$ cat src/rtl/tsw_pkg.sv
package tsw_pkg;
  localparam int NPORT = 2;

  // strobes from control to datapath, one bit per port
  typedef struct packed {
    logic [NPORT-1:0] pop;   // dequeue head of input i
    logic [NPORT-1:0] load;  // capture into output register o
    logic [NPORT-1:0] sel;   // source input feeding output o
  } tsw_strobe_t;
endpackage

$ cat src/rtl/tsw_fifo.sv
module tsw_fifo #(
  parameter int WIDTH = 12,
  parameter int DEPTH = 4
) (
  input  logic                           clk,
  input  logic                           rst,
  input  logic                           inValid,
  output logic                           inReady,
  input  logic [WIDTH-1:0]               inFlit,
  input  logic                           pop,
  output logic                           headValid,
  output logic [WIDTH-1:0]               headFlit,
  output logic [$clog2(DEPTH+1)-1:0]     count
);
  localparam int PTR_W = (DEPTH > 1) ? $clog2(DEPTH) : 1;
  localparam int CNT_W = $clog2(DEPTH+1);
  localparam logic [CNT_W-1:0] FULL = CNT_W'(DEPTH);
  localparam logic [PTR_W-1:0] LAST = PTR_W'(DEPTH-1);

  logic [WIDTH-1:0] mem [DEPTH];
  logic [PTR_W-1:0] wrPtr, rdPtr;
  logic             push;

  assign inReady   = (count != FULL);
  assign push      = inValid && inReady;
  assign headValid = (count != '0);
  assign headFlit  = mem[rdPtr];

  always_ff @(posedge clk) begin
    if (push) mem[wrPtr] <= inFlit;
  end

  always_ff @(posedge clk) begin
    if (rst) begin
      wrPtr <= '0;
      rdPtr <= '0;
      count <= '0;
    end else begin
      if (push) wrPtr <= (wrPtr == LAST) ? '0 : wrPtr + 1'b1;
      if (pop)  rdPtr <= (rdPtr == LAST) ? '0 : rdPtr + 1'b1;
      if (push && !pop)      count <= count + 1'b1;
      else if (pop && !push) count <= count - 1'b1;
    end
  end

  // a full queue with nothing leaving stays full (no hidden write)
  p_no_overflow_r3: assert property (@(posedge clk) disable iff (rst)
    (count == FULL && !pop) |=> (count == FULL));

  // control never dequeues from an empty queue
  p_pop_nonempty_r4: assert property (@(posedge clk) disable iff (rst)
    pop |-> headValid);
endmodule

$ cat src/rtl/tsw_ctrl.sv
module tsw_ctrl
  import tsw_pkg::*;
#(
  parameter int ADDR_W    = 4,
  parameter int DEPTH     = 4,
  parameter int ROUTE_BIT = 1
) (
  input  logic                                   clk,
  input  logic                                   rst,
  input  logic [NPORT-1:0]                       headValid,
  input  logic [NPORT-1:0][ADDR_W-1:0]           headAddr,
  input  logic [NPORT-1:0][$clog2(DEPTH+1)-1:0]  count,
  input  logic [NPORT-1:0]                       outValid,
  input  logic [NPORT-1:0]                       outReady,
  output tsw_strobe_t                            strobe
);
  logic [NPORT-1:0][NPORT-1:0] req;   // req[o][i]
  logic [NPORT-1:0]            pickHi, freeSlot, loadV, popV;

  for (genvar o = 0; o < NPORT; o++) begin : g_out
    for (genvar i = 0; i < NPORT; i++) begin : g_in
      assign req[o][i] = headValid[i] && (headAddr[i][ROUTE_BIT] == 1'(o));
    end
    // fuller queue wins; equal counts fall to input 0
    assign pickHi[o]   = req[o][1] && (!req[o][0] || (count[1] > count[0]));
    assign freeSlot[o] = !outValid[o] || outReady[o];
    assign loadV[o]    = (|req[o]) && freeSlot[o];

    // whatever is loaded into output o carries route bit o
    p_route_r2: assert property (@(posedge clk) disable iff (rst)
      loadV[o] |-> (headAddr[pickHi[o]][ROUTE_BIT] == 1'(o)));
  end

  for (genvar i = 0; i < NPORT; i++) begin : g_pop
    assign popV[i] = (loadV[0] && (pickHi[0] == 1'(i))) ||
                     (loadV[1] && (pickHi[1] == 1'(i)));
  end

  assign strobe = '{pop: popV, load: loadV, sel: pickHi};
endmodule

$ cat src/rtl/tsw_datapath.sv
module tsw_datapath
  import tsw_pkg::*;
#(
  parameter int ADDR_W = 4,
  parameter int DATA_W = 8,
  parameter int DEPTH  = 4
) (
  input  logic                                   clk,
  input  logic                                   rst,
  input  logic [NPORT-1:0]                       inValid,
  output logic [NPORT-1:0]                       inReady,
  input  logic [NPORT-1:0][ADDR_W-1:0]           inAddr,
  input  logic [NPORT-1:0][DATA_W-1:0]           inData,
  input  tsw_strobe_t                            strobe,
  output logic [NPORT-1:0]                       headValid,
  output logic [NPORT-1:0][ADDR_W-1:0]           headAddr,
  output logic [NPORT-1:0][$clog2(DEPTH+1)-1:0]  count,
  input  logic [NPORT-1:0]                       outReady,
  output logic [NPORT-1:0]                       outValid,
  output logic [NPORT-1:0][ADDR_W-1:0]           outAddr,
  output logic [NPORT-1:0][DATA_W-1:0]           outData
);
  localparam int FLIT_W = ADDR_W + DATA_W;

  logic [NPORT-1:0][DATA_W-1:0] headData;

  for (genvar i = 0; i < NPORT; i++) begin : g_queue
    logic [FLIT_W-1:0] headFlit;
    tsw_fifo #(.WIDTH(FLIT_W), .DEPTH(DEPTH)) u_fifo (
      .clk      (clk),
      .rst      (rst),
      .inValid  (inValid[i]),
      .inReady  (inReady[i]),
      .inFlit   ({inAddr[i], inData[i]}),
      .pop      (strobe.pop[i]),
      .headValid(headValid[i]),
      .headFlit (headFlit),
      .count    (count[i])
    );
    assign headAddr[i] = headFlit[FLIT_W-1:DATA_W];
    assign headData[i] = headFlit[DATA_W-1:0];
  end

  for (genvar o = 0; o < NPORT; o++) begin : g_outReg
    always_ff @(posedge clk) begin
      if (rst)                  outValid[o] <= 1'b0;
      else if (strobe.load[o])  outValid[o] <= 1'b1;
      else if (outReady[o])     outValid[o] <= 1'b0;
    end

    always_ff @(posedge clk) begin
      if (strobe.load[o]) begin
        outAddr[o] <= headAddr[strobe.sel[o]];
        outData[o] <= headData[strobe.sel[o]];
      end
    end

    // a stalled output keeps its packet
    p_hold_r7: assert property (@(posedge clk) disable iff (rst)
      (outValid[o] && !outReady[o]) |=>
        (outValid[o] && $stable(outAddr[o]) && $stable(outData[o])));
  end
endmodule

$ cat src/rtl/tsw_switch.sv
module tsw_switch
  import tsw_pkg::*;
#(
  parameter int ADDR_W    = 4,
  parameter int DATA_W    = 8,
  parameter int DEPTH     = 4,
  parameter int ROUTE_BIT = 1
) (
  input  logic                          clk,
  input  logic                          rst,
  input  logic [1:0]                    inValid,
  output logic [1:0]                    inReady,
  input  logic [1:0][ADDR_W-1:0]        inAddr,
  input  logic [1:0][DATA_W-1:0]        inData,
  output logic [1:0]                    outValid,
  input  logic [1:0]                    outReady,
  output logic [1:0][ADDR_W-1:0]        outAddr,
  output logic [1:0][DATA_W-1:0]        outData
);
  localparam int CNT_W = $clog2(DEPTH+1);

  tsw_strobe_t                   strobe;
  logic [NPORT-1:0]              headValid;
  logic [NPORT-1:0][ADDR_W-1:0]  headAddr;
  logic [NPORT-1:0][CNT_W-1:0]   count;

  tsw_datapath #(.ADDR_W(ADDR_W), .DATA_W(DATA_W), .DEPTH(DEPTH)) u_dp (
    .clk      (clk),
    .rst      (rst),
    .inValid  (inValid),
    .inReady  (inReady),
    .inAddr   (inAddr),
    .inData   (inData),
    .strobe   (strobe),
    .headValid(headValid),
    .headAddr (headAddr),
    .count    (count),
    .outReady (outReady),
    .outValid (outValid),
    .outAddr  (outAddr),
    .outData  (outData)
  );

  tsw_ctrl #(.ADDR_W(ADDR_W), .DEPTH(DEPTH), .ROUTE_BIT(ROUTE_BIT)) u_ctrl (
    .clk      (clk),
    .rst      (rst),
    .headValid(headValid),
    .headAddr (headAddr),
    .count    (count),
    .outValid (outValid),
    .outReady (outReady),
    .strobe   (strobe)
  );
endmodule

$ cat config.mk
export PLATFORM = sky130hd
export DESIGN_NAME = tsw_switch
export DESIGN_NICKNAME = d
export VERILOG_FILES = /design/src/rtl/tsw_pkg.sv /design/src/rtl/tsw_fifo.sv /design/src/rtl/tsw_ctrl.sv /design/src/rtl/tsw_datapath.sv /design/src/rtl/tsw_switch.sv
export SDC_FILE = /design/constraint.sdc
export NUM_CORES = 1
export LEC_CHECK = 0
export BUFFER_PORTS_ARGS = -buffer_cell sky130_fd_sc_hd__buf_4
export CAP_MARGIN = 25
export CORE_MARGIN = 3
export CORE_UTILIZATION = 30
export DETAILED_ROUTE_END_ITERATION = 8
export PLACE_DENSITY = 0.52
export SYNTH_ARGS = -nofsm -noshare
export SYNTH_HDL_FRONTEND = slang
export SYNTH_SLANG_ARGS = --single-unit
$ cat constraint.sdc
create_clock -name clk -period 5.6 [get_ports clk]
set_clock_uncertainty 0.2 [all_clocks]
set_input_delay 0.56 -clock clk [delete_from_list [all_inputs] [get_ports clk]]
set_output_delay 0.56 -clock clk [all_outputs]
set_load 0.02 [all_outputs]
==> results.md <==
Placement:
- In this run the tool buffered the top-level ports with 57 buffer cells.
- The detailed placement HPWL is 7.47 mm.
- The final estimated routing congestion in global placement is 0.711.
- Prior to clock tree synthesis, the placed netlist has a worst setup slack of 1.85 ns.

Worst setup path:
- The class of the most critical setup path is reg2reg.
- STA classifies the critical path endpoint as a flip-flop.
- Of all nets on the critical path, the largest fanout is 12.
- The worst setup path is launched from a flip-flop.
- STA puts the critical path data required time at 5.75 ns.
- At the worst endpoint, the arrival time is 3.85 ns.

Route:
- The count of nets left with antenna violations once routing finished came out at 0.
- The detailed router placed 2773 vias in this run.
- After detailed routing, the number of remaining DRC violations is 0.
- The routed wire length per instance is 17.5 um.
- Before antenna repair, the detailed router went through 4 iterations.
- The routed design has 10.8 mm of wire.
- The first-iteration detailed-routing DRC count is 163.
- Using the TritonRoute via totals, the vias-per-cell ratio works out to 4.51.

Logic synthesis:
- The average size of a mapped cell is 18.6 um2.
- The summed instance area of the synthesized netlist is 5720 um2.
- The flip-flop cell with the highest count after synthesis is sky130_fd_sc_hd__edfxtp_1.
- Yosys mapped the design onto 39 distinct sky130hd cell types.
- Yosys printed 0 warnings.
- In the synthesized netlist the async set-or-reset flop fraction comes to 0%.
- The number of instances in the synthesized netlist is 308.
- The number of flops mapped to enable cells by yosys is 120.
- The portion of the post-synthesis area used by sequential elements is 70.0%.
- The register bit total from synthesis is 140.
- The post-synthesis net count is 355.

CTS:
- Post-CTS repair changed the size of 0 cells.
- The clock transition at the registers of the reported paths is 0.06 ns.
- In this run the deepest clock path goes through 2 buffers.
- The number of buffers added for setup after CTS is 0.
- The number of buffers inserted by hold repair at cts is 0.
- At the later pin of the worst-skew pair, clock insertion delay measures 0.42 ns.
- The clock root buffer is sky130_fd_sc_hd__clkbuf_16.
- The TritonCTS clock tree is yes.
- The total clock buffers created by CTS is 17.
- The count of clock tree sinks is 140.
- The H-tree level count is 4.

Die:
- The area of the die is 20700 um2.
- For this configuration, the core starts out at a cell density of 31.2%.
- The floorplan has 49 rows.
- The die is 144 um tall.
- The die is 144 um wide.
- The total area inside the core boundary comes to 18300 um2.
- The number of I/O pins is 58.

Finish:
- The repair_antennas step left the layout with diodes totalling 0.
- The most common library cell in the layout ignoring fill and taps is sky130_fd_sc_hd__edfxtp_1.
- The number of nets in the finished design is 420.
- The top cell types in the final layout, fill and taps aside, are sky130_fd_sc_hd__edfxtp_1 (120), sky130_fd_sc_hd__buf_4 (57), sky130_fd_sc_hd__mux4_2 (23).
- The relative area change from synthesis to final layout is 20.8%.
- Of the cells placed in the final design, the portion with a size suffix greater than 1 is 32.4%.

Pwr:
- The power density over cell area is 557 nW/um2.
- Summed over all cells, the static leakage comes to 2.49 nW.
- IR analysis of the VDD net gives a maximum drop of 0.236 mV.

STA:
- The post-route worst setup slack is 1.90 ns.
- The worst pin sits at a relative slew slack of 45.0%.
- The total count of max-transition violations in the final report was 0.
- The slew of the pin with the lowest slew margin is 0.824 ns.
- For the finished layout, the period the worst path requires is 3.70 ns.
- The final count of hold timing violations is 0.
- Setup violations remaining at the end of the flow were counted as 0.
- The peak clock frequency supported by timing is 0.271 GHz.
- Setup total negative slack on the finished layout was measured at 0 ns.
- Setup repair after global routing left no endpoint under its margin.
- The portion of the clock cycle consumed by the worst path in the final layout is 66.0%.

Global route:
- The combined global-route utilization of all metal layers is 11.1%.
- The initial antenna violation count is 0.
- The largest net degree at the start of global routing is 19.
- The leftover overflow at the end of global routing is 0.
- The first global-routing pass estimated 16.7 mm of wire.
- The number of global-route vias before repair is 3001.

Flow run:
- The tool flagged a number of max-cap violations equal to 0.

Worst hold path:
- The worst min-delay path class is in2reg.

Outcome:
- The flow ran to the end, and the final reports show no timing, DRC or antenna violations.
## area by class of cell
type,count,area (um2)
Sequential cell,140,4000
Fill cell,1671,11400
Tap cell,229,287
Multi-Input combinational cell,144,1600
Clock inverter,11,101
Timing Repair Buffer,57,428
Inverter,13,48.8
Clock buffer,21,440
## power breakdown
group          internal, W  switching, W
Combinational     0.000588      0.000647
Sequential         0.00142      0.000152
Clock             0.000643      0.000393
## final timing paths
check                                                     from                                           end  slack, ns  cells after the start
setup / recovery                                     flip-flop  u_dp.g_queue[0].u_fifo.count[2]$_SDFFE_PP0P_       1.90                     11
hold / removal                                       inData[9]    u_dp.g_queue[1].u_fifo.mem[1][1]$_DFFE_PP_       0.14                      1
setup reg to reg                                     flip-flop  u_dp.g_queue[0].u_fifo.count[2]$_SDFFE_PP0P_       1.90                     11
hold reg to reg   u_dp.g_queue[1].u_fifo.rdPtr[1]$_SDFFE_PP0N_  u_dp.g_queue[1].u_fifo.rdPtr[1]$_SDFFE_PP0N_       0.31                      2
## synthesized netlist by cell type, types with 3 or more instances
master                     instances  area (um2)
sky130_fd_sc_hd__a21oi_1           6        30.0
sky130_fd_sc_hd__and3_1            9        56.3
sky130_fd_sc_hd__clkbuf_1          5        18.8
sky130_fd_sc_hd__dfxtp_1          20         400
sky130_fd_sc_hd__edfxtp_1        120        3600
sky130_fd_sc_hd__ha_1             15         188
sky130_fd_sc_hd__inv_1            11        41.3
sky130_fd_sc_hd__mux2_1           11         124
sky130_fd_sc_hd__mux2_4           11         165
sky130_fd_sc_hd__mux2i_1           7        70.1
sky130_fd_sc_hd__mux4_2           23         518
sky130_fd_sc_hd__nand2_1           6        22.5
sky130_fd_sc_hd__nand2b_1          6        37.5
sky130_fd_sc_hd__nor2_1           14        52.6
sky130_fd_sc_hd__nor2b_1           3        18.8
sky130_fd_sc_hd__nor3_1            5        25.0
sky130_fd_sc_hd__or3_1             3        18.8
sky130_fd_sc_hd__xor2_1            4        35.0
## through the flow
stage | std cells | cell area, um2 | total power [W] | hold slack, ns | utilization (%)
after floorplan | 308 | 5720 | 0.00246 | 0.271 | -
after global placement | 583 | 6360 | 0.00284 | 0.285 | 34.7
after detailed placement | 583 | 6360 | 0.00286 | 0.302 | 34.7
after CTS | 615 | 6910 | 0.00391 | 0.121 | 37.7
after global routing | 615 | 6910 | 0.00407 | 0.118 | 37.7
final | 615 | 6910 | 0.00384 | 0.141 | 37.7
## critical path: stages (launching register included)
cell                       delay [ns]
sky130_fd_sc_hd__dfxtp_1         0.85
sky130_fd_sc_hd__mux4_2          0.66
sky130_fd_sc_hd__or2_1           0.26
sky130_fd_sc_hd__a211oi_2        0.18
sky130_fd_sc_hd__o22ai_2         0.16
sky130_fd_sc_hd__inv_1           0.09
sky130_fd_sc_hd__ha_1            0.18
sky130_fd_sc_hd__inv_1           0.06
sky130_fd_sc_hd__fa_1            0.37
sky130_fd_sc_hd__xor2_1          0.17
sky130_fd_sc_hd__or3_1           0.31
sky130_fd_sc_hd__a21oi_1         0.14
## flip-flops by register name, summed over array words and instances (netlist names), named ones only
| register | cells |
|---|---|
| u_dp.g_queue.u_fifo.mem | 96 |
| u_dp.outData | 16 |
| u_dp.outAddr | 8 |
| u_dp.g_queue.u_fifo.count | 6 |
| u_dp.g_queue.u_fifo.rdPtr | 4 |
| u_dp.g_queue.u_fifo.wrPtr | 4 |
| u_dp.outValid | 2 |
## routing by layer
metal / global-route usage (%) / up-vias / wire length [um]
met1: 13.8 / 1378 / 4810
met3: 4.70 / 13 / 547
met5: 0 / - / 0
met2: 17.7 / 61 / 5260
met4: 3.57 / 0 / 158
li1: - / 1321 / -
## cells by family after synthesis
family | after synthesis | share of synthesized area, %
AOI/OAI and AO/OA | 17 | 2.52
xor gates and xnor gates | 4 | 0.613
adders and majority gates | 17 | 3.98
buffers and inverters | 24 | 2.01
DFF | 140 | 70.0
muxes | 54 | 16.0
and+or+nand+nor | 52 | 4.84
No activity file was read; power rests on OpenSTA's default activity.
